### src/rtl/hpt_pkg.sv
package hpt_pkg;

  localparam int WORD_W  = 32;
  localparam int VSID_W  = 24;
  localparam int API_W   = 6;
  localparam int RPN_W   = 20;
  localparam int V_BIT   = 31;
  localparam int H_BIT   = 6;
  localparam int REF_BIT = 8;
  localparam int CHG_BIT = 7;
  localparam int ENTRY_SHIFT = 3;   // 8 bytes per entry
  localparam int HI_WORD_OFS = 4;   // second word follows first

  typedef enum logic [1:0] {
    RES_HIT   = 2'b00,
    RES_VIOL  = 2'b01,
    RES_MISS  = 2'b10,
    RES_INCON = 2'b11
  } res_e;

  typedef enum logic [2:0] {
    ST_IDLE,
    ST_REQ0,
    ST_WAIT0,
    ST_REQ1,
    ST_WAIT1,
    ST_WB,
    ST_DONE
  } st_e;

  // read/write rights for a protection code under a key
  function automatic logic pp_allows(input logic [1:0] pp, input logic key,
                                     input logic is_store);
    logic rd_ok;
    logic wr_ok;
    rd_ok = !(key && (pp == 2'b00));
    wr_ok = key ? (pp == 2'b10) : (pp != 2'b11);
    return is_store ? wr_ok : rd_ok;
  endfunction

endpackage

### src/rtl/hpt_slot_addr.sv
module hpt_slot_addr
  import hpt_pkg::*;
#(
  parameter int AW = 32,
  parameter int SW = 3
) (
  input  logic [AW-1:0] base,
  input  logic [AW-1:0] off,
  input  logic [SW-1:0] slot,
  input  logic          hi,
  output logic [AW-1:0] addr
);
  logic [AW-1:0] slot_ofs;
  logic [AW-1:0] word_ofs;

  always_comb begin
    slot_ofs = AW'(slot) << ENTRY_SHIFT;
    word_ofs = hi ? AW'(HI_WORD_OFS) : '0;
    addr     = base + off + slot_ofs + word_ofs;
  end
endmodule

### src/rtl/hpt_entry_classify.sv
module hpt_entry_classify
  import hpt_pkg::*;
(
  input  logic [WORD_W-1:0] word,
  input  logic              hsel,
  input  logic              key,
  input  logic              store,
  input  logic [VSID_W-1:0] vsid,
  input  logic [API_W-1:0]  api,
  input  logic              rec_valid,
  input  logic [RPN_W-1:0]  rec_rpn,
  output logic              tag_hit,    // meaningful for a first word
  output logic              grant,      // meaningful for a second word
  output logic              rpn_clash,  // meaningful for a second word
  output logic [RPN_W-1:0]  rpn
);
  always_comb begin
    tag_hit = word[V_BIT]
           && (word[H_BIT] == hsel)
           && (word[V_BIT-1 -: VSID_W] == vsid)
           && (word[API_W-1:0] == api);
    rpn       = word[WORD_W-1 -: RPN_W];
    grant     = pp_allows(word[1:0], key, store);
    rpn_clash = rec_valid && (rpn != rec_rpn);
  end
endmodule

### src/rtl/hpt_flag_merge.sv
module hpt_flag_merge
  import hpt_pkg::*;
(
  input  logic [WORD_W-1:0] w_old,
  input  logic              set_chg,
  output logic [WORD_W-1:0] w_new,
  output logic              changed
);
  always_comb begin
    w_new          = w_old;
    w_new[REF_BIT] = 1'b1;
    if (set_chg) w_new[CHG_BIT] = 1'b1;
    changed = (w_new[REF_BIT] != w_old[REF_BIT])
           || (w_new[CHG_BIT] != w_old[CHG_BIT]);
  end
endmodule

### src/rtl/hpt_group_search.sv
module hpt_group_search
  import hpt_pkg::*;
#(
  parameter int AW    = 32,
  parameter int NSLOT = 8
) (
  input  logic                     clk,
  input  logic                     rst_n,
  input  logic                     start,
  input  logic [AW-1:0]            tbl_base,
  input  logic [AW-1:0]            grp_off,
  input  logic                     hsel,
  input  logic                     store,
  input  logic                     key,
  input  logic [VSID_W-1:0]        vsid,
  input  logic [API_W-1:0]         api,
  output logic                     busy,
  output logic                     done,
  output logic [1:0]               result,
  output logic [$clog2(NSLOT)-1:0] slot,
  output logic [RPN_W-1:0]         rpn,
  output logic                     rd_req_valid,
  input  logic                     rd_req_ready,
  output logic [AW-1:0]            rd_addr,
  input  logic                     rd_rsp_valid,
  output logic                     rd_rsp_ready,
  input  logic [WORD_W-1:0]        rd_rsp_data,
  output logic                     wr_valid,
  input  logic                     wr_ready,
  output logic [AW-1:0]            wr_addr,
  output logic [WORD_W-1:0]        wr_data
);
  localparam int SW = $clog2(NSLOT);
  localparam logic [SW-1:0] LAST = SW'(NSLOT - 1);

  st_e               st;
  logic [SW-1:0]     slot_q;
  logic [AW-1:0]     base_q, off_q;
  logic              hsel_q, store_q, key_q;
  logic [VSID_W-1:0] vsid_q;
  logic [API_W-1:0]  api_q;
  logic              viol_seen;
  logic [SW-1:0]     viol_slot;
  logic [WORD_W-1:0] viol_w1;
  logic [SW-1:0]     ch_slot;
  logic [WORD_W-1:0] ch_w1;
  logic              ch_setc;
  res_e              res_q;
  logic [SW-1:0]     slot_out;
  logic [RPN_W-1:0]  rpn_out;

  logic              tag_hit, grant, rpn_clash;
  logic [RPN_W-1:0]  rpn_w;
  logic [WORD_W-1:0] w1_new;
  logic              w1_chg;

  hpt_slot_addr #(.AW(AW), .SW(SW)) u_rd_addr (
    .base (base_q),
    .off  (off_q),
    .slot (slot_q),
    .hi   (st == ST_REQ1),
    .addr (rd_addr)
  );

  hpt_slot_addr #(.AW(AW), .SW(SW)) u_wr_addr (
    .base (base_q),
    .off  (off_q),
    .slot (ch_slot),
    .hi   (1'b1),
    .addr (wr_addr)
  );

  hpt_entry_classify u_cls (
    .word      (rd_rsp_data),
    .hsel      (hsel_q),
    .key       (key_q),
    .store     (store_q),
    .vsid      (vsid_q),
    .api       (api_q),
    .rec_valid (viol_seen),
    .rec_rpn   (viol_w1[WORD_W-1 -: RPN_W]),
    .tag_hit   (tag_hit),
    .grant     (grant),
    .rpn_clash (rpn_clash),
    .rpn       (rpn_w)
  );

  hpt_flag_merge u_flags (
    .w_old   (ch_w1),
    .set_chg (ch_setc),
    .w_new   (w1_new),
    .changed (w1_chg)
  );

  always_ff @(posedge clk or negedge rst_n) begin
    if (!rst_n) begin
      st        <= ST_IDLE;
      slot_q    <= '0;
      base_q    <= '0;
      off_q     <= '0;
      hsel_q    <= 1'b0;
      store_q   <= 1'b0;
      key_q     <= 1'b0;
      vsid_q    <= '0;
      api_q     <= '0;
      viol_seen <= 1'b0;
      viol_slot <= '0;
      viol_w1   <= '0;
      ch_slot   <= '0;
      ch_w1     <= '0;
      ch_setc   <= 1'b0;
      res_q     <= RES_MISS;
      slot_out  <= '0;
      rpn_out   <= '0;
    end else begin
      case (st)
        ST_IDLE: begin
          if (start) begin
            base_q    <= tbl_base;
            off_q     <= grp_off;
            hsel_q    <= hsel;
            store_q   <= store;
            key_q     <= key;
            vsid_q    <= vsid;
            api_q     <= api;
            slot_q    <= '0;
            viol_seen <= 1'b0;
            st        <= ST_REQ0;
          end
        end
        ST_REQ0: if (rd_req_ready) st <= ST_WAIT0;
        ST_WAIT0: begin
          if (rd_rsp_valid) begin
            if (tag_hit) begin
              st <= ST_REQ1;
            end else if (slot_q != LAST) begin
              slot_q <= slot_q + 1'b1;
              st     <= ST_REQ0;
            end else if (viol_seen) begin
              res_q    <= RES_VIOL;
              slot_out <= viol_slot;
              rpn_out  <= viol_w1[WORD_W-1 -: RPN_W];
              ch_slot  <= viol_slot;
              ch_w1    <= viol_w1;
              ch_setc  <= 1'b0;
              st       <= ST_WB;
            end else begin
              res_q    <= RES_MISS;
              slot_out <= '0;
              rpn_out  <= '0;
              st       <= ST_DONE;
            end
          end
        end
        ST_REQ1: if (rd_req_ready) st <= ST_WAIT1;
        ST_WAIT1: begin
          if (rd_rsp_valid) begin
            if (rpn_clash) begin
              res_q    <= RES_INCON;
              slot_out <= '0;
              rpn_out  <= '0;
              st       <= ST_DONE;
            end else if (grant) begin
              res_q    <= RES_HIT;
              slot_out <= slot_q;
              rpn_out  <= rpn_w;
              ch_slot  <= slot_q;
              ch_w1    <= rd_rsp_data;
              ch_setc  <= store_q;
              st       <= ST_WB;
            end else begin
              viol_seen <= 1'b1;
              viol_slot <= slot_q;
              viol_w1   <= rd_rsp_data;
              if (slot_q == LAST) begin
                res_q    <= RES_VIOL;
                slot_out <= slot_q;
                rpn_out  <= rpn_w;
                ch_slot  <= slot_q;
                ch_w1    <= rd_rsp_data;
                ch_setc  <= 1'b0;
                st       <= ST_WB;
              end else begin
                slot_q <= slot_q + 1'b1;
                st     <= ST_REQ0;
              end
            end
          end
        end
        ST_WB:   if (!w1_chg || wr_ready) st <= ST_DONE;
        ST_DONE: st <= ST_IDLE;
        default: st <= ST_IDLE;
      endcase
    end
  end

  always_comb begin
    busy         = (st != ST_IDLE);
    done         = (st == ST_DONE);
    result       = res_q;
    slot         = slot_out;
    rpn          = rpn_out;
    rd_req_valid = (st == ST_REQ0) || (st == ST_REQ1);
    rd_rsp_ready = (st == ST_WAIT0) || (st == ST_WAIT1);
    wr_valid     = (st == ST_WB) && w1_chg;
    wr_data      = w1_new;
  end

endmodule

### config.mk
export PLATFORM = sky130hd
export DESIGN_NAME = hpt_group_search
export DESIGN_NICKNAME = d
export VERILOG_FILES = /design/src/rtl/hpt_pkg.sv /design/src/rtl/hpt_slot_addr.sv /design/src/rtl/hpt_entry_classify.sv /design/src/rtl/hpt_flag_merge.sv /design/src/rtl/hpt_group_search.sv
export SDC_FILE = /design/constraint.sdc
export NUM_CORES = 1
export LEC_CHECK = 0
export ABC_CLOCK_PERIOD_IN_PS = 4400
export BUFFER_PORTS_ARGS = -buffer_cell sky130_fd_sc_hd__clkbuf_2
export CAP_MARGIN = 25
export CORE_ASPECT_RATIO = 1.25
export CORE_MARGIN = 3
export CORE_UTILIZATION = 55
export CTS_BUF_LIST = sky130_fd_sc_hd__clkbuf_8
export DETAILED_ROUTE_END_ITERATION = 10
export GPL_ROUTABILITY_DRIVEN = 0
export GPL_TIMING_DRIVEN = 0
export HOLD_SLACK_MARGIN = 0.12
export PLACE_DENSITY = 0.77
export SLEW_MARGIN = 20
export SYNTH_ARGS = -nofsm -noshare
export SYNTH_HDL_FRONTEND = slang
export SYNTH_SLANG_ARGS = --single-unit
### constraint.sdc
create_clock -name clk -period 4.4 [get_ports clk]
set_input_delay 0.22 -clock clk [delete_from_list [all_inputs] [get_ports clk]]
set_output_delay 0.22 -clock clk [all_outputs]
set_load 0.1 [all_outputs]
==> results of run 1 <==
-- layer usage --
layer	vias to the layer above	part of all wire, %
li1	5015	-
met1	5506	34
met2	578	53
met3	154	6.3
met4	0	5.9
met5	-	0
-- kinds of logic after synthesis --
| group | share of synthesized area (%) |
|---|---|
| muxes | 13.10 |
| buffers and inverters | 4.655 |
| xor gates and xnor gates | 9.289 |
| AOI/OAI and AO/OA | 12.91 |
| and+or+nand+nor | 13.89 |
| DFF | 41.48 |
| other | 0.03107 |
| adders and majority gates | 4.644 |
-- cell type report --
| type | count | area (um2) |
|---|---|---|
| buffer | 82 | 447.9 |
| clock inverter | 15 | 225.2 |
| fill | 1210 | 4198 |
| clock buffer | 17 | 234.0 |
| timing repair buffer | 434 | 3286 |
| tap | 274 | 342.8 |
| inverter | 31 | 116.4 |
| sequential | 200 | 5006 |
| multi-input combinational | 866 | 7331 |
-- per-stage QoR --
stage / worst slack (ns) / hold WS, ns / util, % / instances
finish: -0.2341 / 0.2124 / 80.19 / 1919
global route: -0.3150 / 0.2423 / 80.19 / 1919
CTS: -0.05361 / 0.1851 / 77.93 / 1905
detailed placement: -0.4726 / 0.2283 / 66.28 / 1714
global placement: -0.6973 / 0.4446 / 65.98 / 1712
floorplan: -0.5216 / -0.07559 / - / 1180
-- critical path: stages (launching register included) --
cell,delay [ns]
dfrtp_1,0.39
ha_2,0.20
inv_2,0.06
fa_2,0.23
nor2b_4,0.05
o31a_4,0.31
o31a_1,0.31
o311ai_1,0.26
and4_1,0.28
buf_6,0.12
buf_4,0.15
nand2_1,0.08
nor4bb_1,0.40
nor4b_4,0.42
nand2_1,0.18
xnor2_2,0.24
buf_8,0.24
-- flip-flops by register name, summed over array words and instances (netlist names), 6 cells and up --
name     count
vsid_q      24
rpn         20
ch_w1       32
viol_w1     32
api_q        6
off_q       32
base_q      32
-- final timing paths --
| check | from | end | slack [ns] | depth (start not counted) |
|---|---|---|---|---|
| max | base_q[0]$_DFFE_PN0P_ | rd_addr[24] | -0.23 | 16 |
| min | rd_rsp_valid | viol_seen$_DFFE_PN0P_ | 0.21 | 3 |
| max reg2reg | viol_w1[18]$_DFFE_PN0P_ | ch_w1[24]$_DFFE_PN0P_ | 1.01 | 11 |
| min reg2reg | result[1]$_DFFE_PN1P_ | result[1]$_DFFE_PN1P_ | 0.48 | 2 |
| max in group asynchronous | rst_n | ch_w1[27]$_DFFE_PN0P_ | 3.06 | 4 |
| min in group asynchronous | rst_n | ch_w1[21]$_DFFE_PN0P_ | 0.26 | 2 |
-- cells in the mapped netlist, drive strengths merged (3+ instances only) --
master / number / area [um2]
fa: 3 / 60.06
mux2: 128 / 1441
o31ai: 3 / 22.52
nor3b: 3 / 27.52
buf: 40 / 282.8
a211oi: 6 / 50.05
nor2b: 12 / 82.58
o32ai: 3 / 26.28
inv: 31 / 116.4
nor4: 13 / 115.1
xor2: 41 / 359.1
o21a: 7 / 52.55
o21ai: 56 / 284.0
and2: 15 / 96.34
mux2i: 14 / 140.1
or2: 6 / 37.54
a21o: 58 / 435.4
dfrtp: 199 / 4980
nand2: 123 / 466.7
o221ai: 3 / 26.28
or3: 3 / 18.77
nand2b: 8 / 50.05
nor4b: 4 / 71.32
a21oi: 60 / 322.8
and3: 10 / 62.56
xnor2: 87 / 762.0
nand4: 23 / 143.9
nor3: 18 / 101.4
nand3: 23 / 120.1
clkbuf: 43 / 162.7
nor2: 48 / 180.2
o211ai: 7 / 52.55
ha: 40 / 500.5
-- repair_timing --
| item | 4_1_cts | 5_1_grt |
|---|---|---|
| buffers inserted | 27 | 13 |
| endpoints found under the hold margin | 201 | 0 |
| pin swaps | 32 | 18 |
| gates resized for setup | 96 | 112 |
| setup endpoints to repair | 35 | 38 |
| hold buffers | 133 | 0 |
==> flow_summary.toml, run 1 <==
[outcome]
status = "complete, but fails checks"
violations = "negative setup slack"

[sta]
fin_setup_tns_ns = -1.681
slew_viol_final = 0
skew_ns = 0.04173
max_freq_ghz = 0.2158
min_period_ns = 4.634
worst_pin_slew_ns = 0.9239
finalSetupViolations = 14
layout_setup_ws_ns = -0.2341
slew_headroom_pct = 38.18
rsz0062_at_grt = "yes"
hold_violations = 0
period_share_pct = 105.3

[detailed_routing]
vias_per_cell = 5.864
routedWlPerCell_um = 21.03
first_pass_iters = 7
wl_mm = 40.35
drtIter0Drc = 813
drc = 0
antenna_left = 0
via_count = 11250

[worst_setup_path]
cp.arrival_ns = 4.41
start_kind = "flip-flop"
required_ns = 4.18
path_class = "reg -> out"
cp_max_fo = 7
cp-end-kind = "primary output"

[die]
core_area_um2 = 21190
dieHeight_um = 171.6
rows = 59
ios = 261
die_area_um2 = 23770
die_w_um = 138.5
start_util_pct = 56.97

[global_route]
grt_most_used_layer = "met2"
grt_use_met1_pct = 33.53
overflow = 0
grt_antenna_before_repair = 0
grt_pass1_wl_mm = 59.19
grt.total_usage_pct = 31.27
grt_max_degree = 91
grt_pass1_vias = 11690
use_met2_pct = 58.39
use_met3_pct = 5.256

[layout]
syn_to_final_growth_pct = 40.76
diodes = 0
final_cell_mix = "223 x clkbuf_2, 199 x dfrtp_1, 133 x dlygate4sd3_1, 128 x mux2_2, 116 x nand2_1"
final_nets = 1810
drive_above_1_share_pct = 38.66
final_cell_area_um2 = 16990
final_common_cell = "clkbuf_2"

[clock_tree]
clock-root-buffer = "clkbuf_8"
cts_made_buffers = 17
clock-sinks = 200
clk_latency_ns = 0.50
cts.htree.levels = 4
clk_path_buf_depth = 2
clk_pin_slew_ns = 0.11
cts_tree = "done"

[synthesis]
ys_ff_latch = 200
seq_area_frac_synth_pct = 41.48
synth.avg_cell_area_um2 = 10.23
synth-edff-count = 0
synth.distinct_cells = 82
synthFlopType = "dfrtp_1"
syn_area_um2 = 12070
synthArstFlopShare_pct = 100.0
synth_warnings = 0
synth_cells = 1180
synthesis.nets = 1358

[placed_design]
port_buffers = 258
dp_hpwl_mm = 25.13
placed_area_um2 = 14040

[flow_run]
cap_violations = 0

[hold_path]
hp-class = "in -> reg"
Power of run 1 is not shown: default switching activity piles up to over one toggle a cycle in this logic, so the estimate is an artifact.
==> run 2, diff against run 1 <==
Settings changed: PLACE_DENSITY 0.77 to 0.81.
==> flow_summary.toml, run 2 (synthesized netlist as in run 1, its figures left out) <==
[layout]
syn_to_final_growth_pct = 41.12
final_cell_mix = "223 x clkbuf_2, 199 x dfrtp_1, 132 x dlygate4sd3_1, 128 x mux2_2, 115 x nand2_1"
fin_util_pct = 80.39
final_nets = 1824
diodes = 0
final_common_cell = "clkbuf_2"
fillCellCount = 1109
drive_above_1_share_pct = 39.24

[worst_setup_path]
path_class = "reg -> out"
cp-end-kind = "primary output"
crit_start = "base_q[7]$_DFFE_PN0P_"
start_kind = "flip-flop"
timing.rr.start = "viol_w1[18]$_DFFE_PN0P_"
cp.arrival_ns = 4.52
r2r-end = "rpn[6]$_DFFE_PN0P_"
required_ns = 4.18
ff2ff_path_depth = 11
cp_max_fo = 7
r2r_setup_slack_ns = 0.83

[detailed_routing]
wl_mm = 42.88
via_count = 11730
drtIter0Drc = 1107
routedWlPerCell_um = 22.18
first_pass_iters = 5
drc = 0
vias_per_cell = 6.070
antenna_left = 0

[sta]
worst_pin_slew_ns = 0.9401
period_share_pct = 107.8
hold_violations = 0
layout_setup_ws_ns = -0.3415
skew_ns = 0.02854
holdWs_ns = 0.1656
max_freq_ghz = 0.2109
slew_viol_final = 0
fin_setup_tns_ns = -2.667
slew_headroom_pct = 37.26
rsz0062_at_grt = "yes"
min_period_ns = 4.742
finalSetupViolations = 16

[global_route]
grt_antenna_before_repair = 0
grt_pass1_vias = 12060
grt_pass1_wl_mm = 62.87
grt_most_used_layer = "met2"
grt_use_met1_pct = 35.40
use_met2_pct = 61.45
grt.total_usage_pct = 33.07
overflow = 0
grt_max_degree = 89
use_met3_pct = 6.479

[hold_path]
hold_depth = 3
hold_path_end = "st[0]$_DFFE_PN0P_"
hp-class = "in -> reg"
hp-start = "wr_ready"

[die]
ios = 261
die_area_um2 = 23770
core_area_um2 = 21190
start_util_pct = 56.97
die_w_um = 138.5
rows = 59
dieHeight_um = 171.6

[clock_tree]
clock-root-buffer = "clkbuf_8"
clk_pin_slew_ns = 0.12
cts_made_buffers = 17
clk_latency_ns = 0.48
cts.htree.levels = 4
clk_path_buf_depth = 2
cts_tree = "done"
clock-sinks = 200

[placed_design]
dp_hpwl_mm = 25.10
port_buffers = 258

[flow_run]
cap_violations = 0

[outcome]
status = "complete, but fails checks"
violations = "negative setup slack"
-- run 2: changes by cell type in the layout (fill, tap and decap cells not counted), moves of 3 or more --
cell      previous run  this run
buf_4               72        89
inv_6                1         4
xnor2_1             62        65
inv_8                5         2
clkbuf_8            19        22
-- run 2: worst max-delay path by stage --
stage	end	cells past startpoint
after floorplan	wr_addr[24]	13
after global placement	off_q[9]$_DFFE_PN0P_	1
after detailed placement	rd_addr[30]	14
after CTS	rd_addr[30]	14
after global routing	wr_addr[24]	13
final	rd_addr[28]	14
-- run 2: cell type report --
class                      count  area [um2]  area share (%)
clock inverter                14       187.7           1.102
multi-input combinational    866        7296           42.84
sequential                   200        5006           29.39
inverter                      31       116.4          0.6832
clock buffer                  18       247.7           1.455
tap                          274       342.8           2.013
timing repair buffer         448        3387           19.89
buffer                        82       447.9           2.630
-- run 2: routing by layer --
metal | share of wire [%] | routed length (um)
met1 | 33 | 14240
met2 | 52 | 22470
met3 | 7.6 | 3238
met4 | 6.8 | 2937
met5 | 0 | 0
-- run 2: what timing repair did --
action | CTS | global route
setup endpoints to repair | 35 | 36
hold buffers | 132 | 0
hold endpoints to repair | 194 | 0
pin swaps | 41 | 29
resized for setup | 105 | 105
setup buffers | 34 | 21
-- run 2: critical path, stage by stage (launching register included) --
cell and delay [ns]:
dfrtp_1 0.41, ha_1 0.27, buf_2 0.20, a21oi_1 0.13, o21ai_0 0.38, nor2_1 0.15, a21oi_2 0.30, nor2_2 0.10
xnor2_2 0.23, or4b_4 0.54, buf_6 0.15, nor4b_4 0.41, nand4_1 0.22, xnor2_2 0.29, buf_8 0.24
-- run 2: through the flow --
step | instances | setup slack, ns | cell area (um2)
final | 1933 | -0.3415 | 17030
after global routing | 1933 | -0.4599 | 17030
after CTS | 1912 | -0.05745 | 16580
after detailed placement | 1714 | -0.5427 | 14040
after global placement | 1712 | -0.6689 | 13980
after floorplan | 1180 | -0.5216 | 12350
Power of run 2 is left out for the same reason.
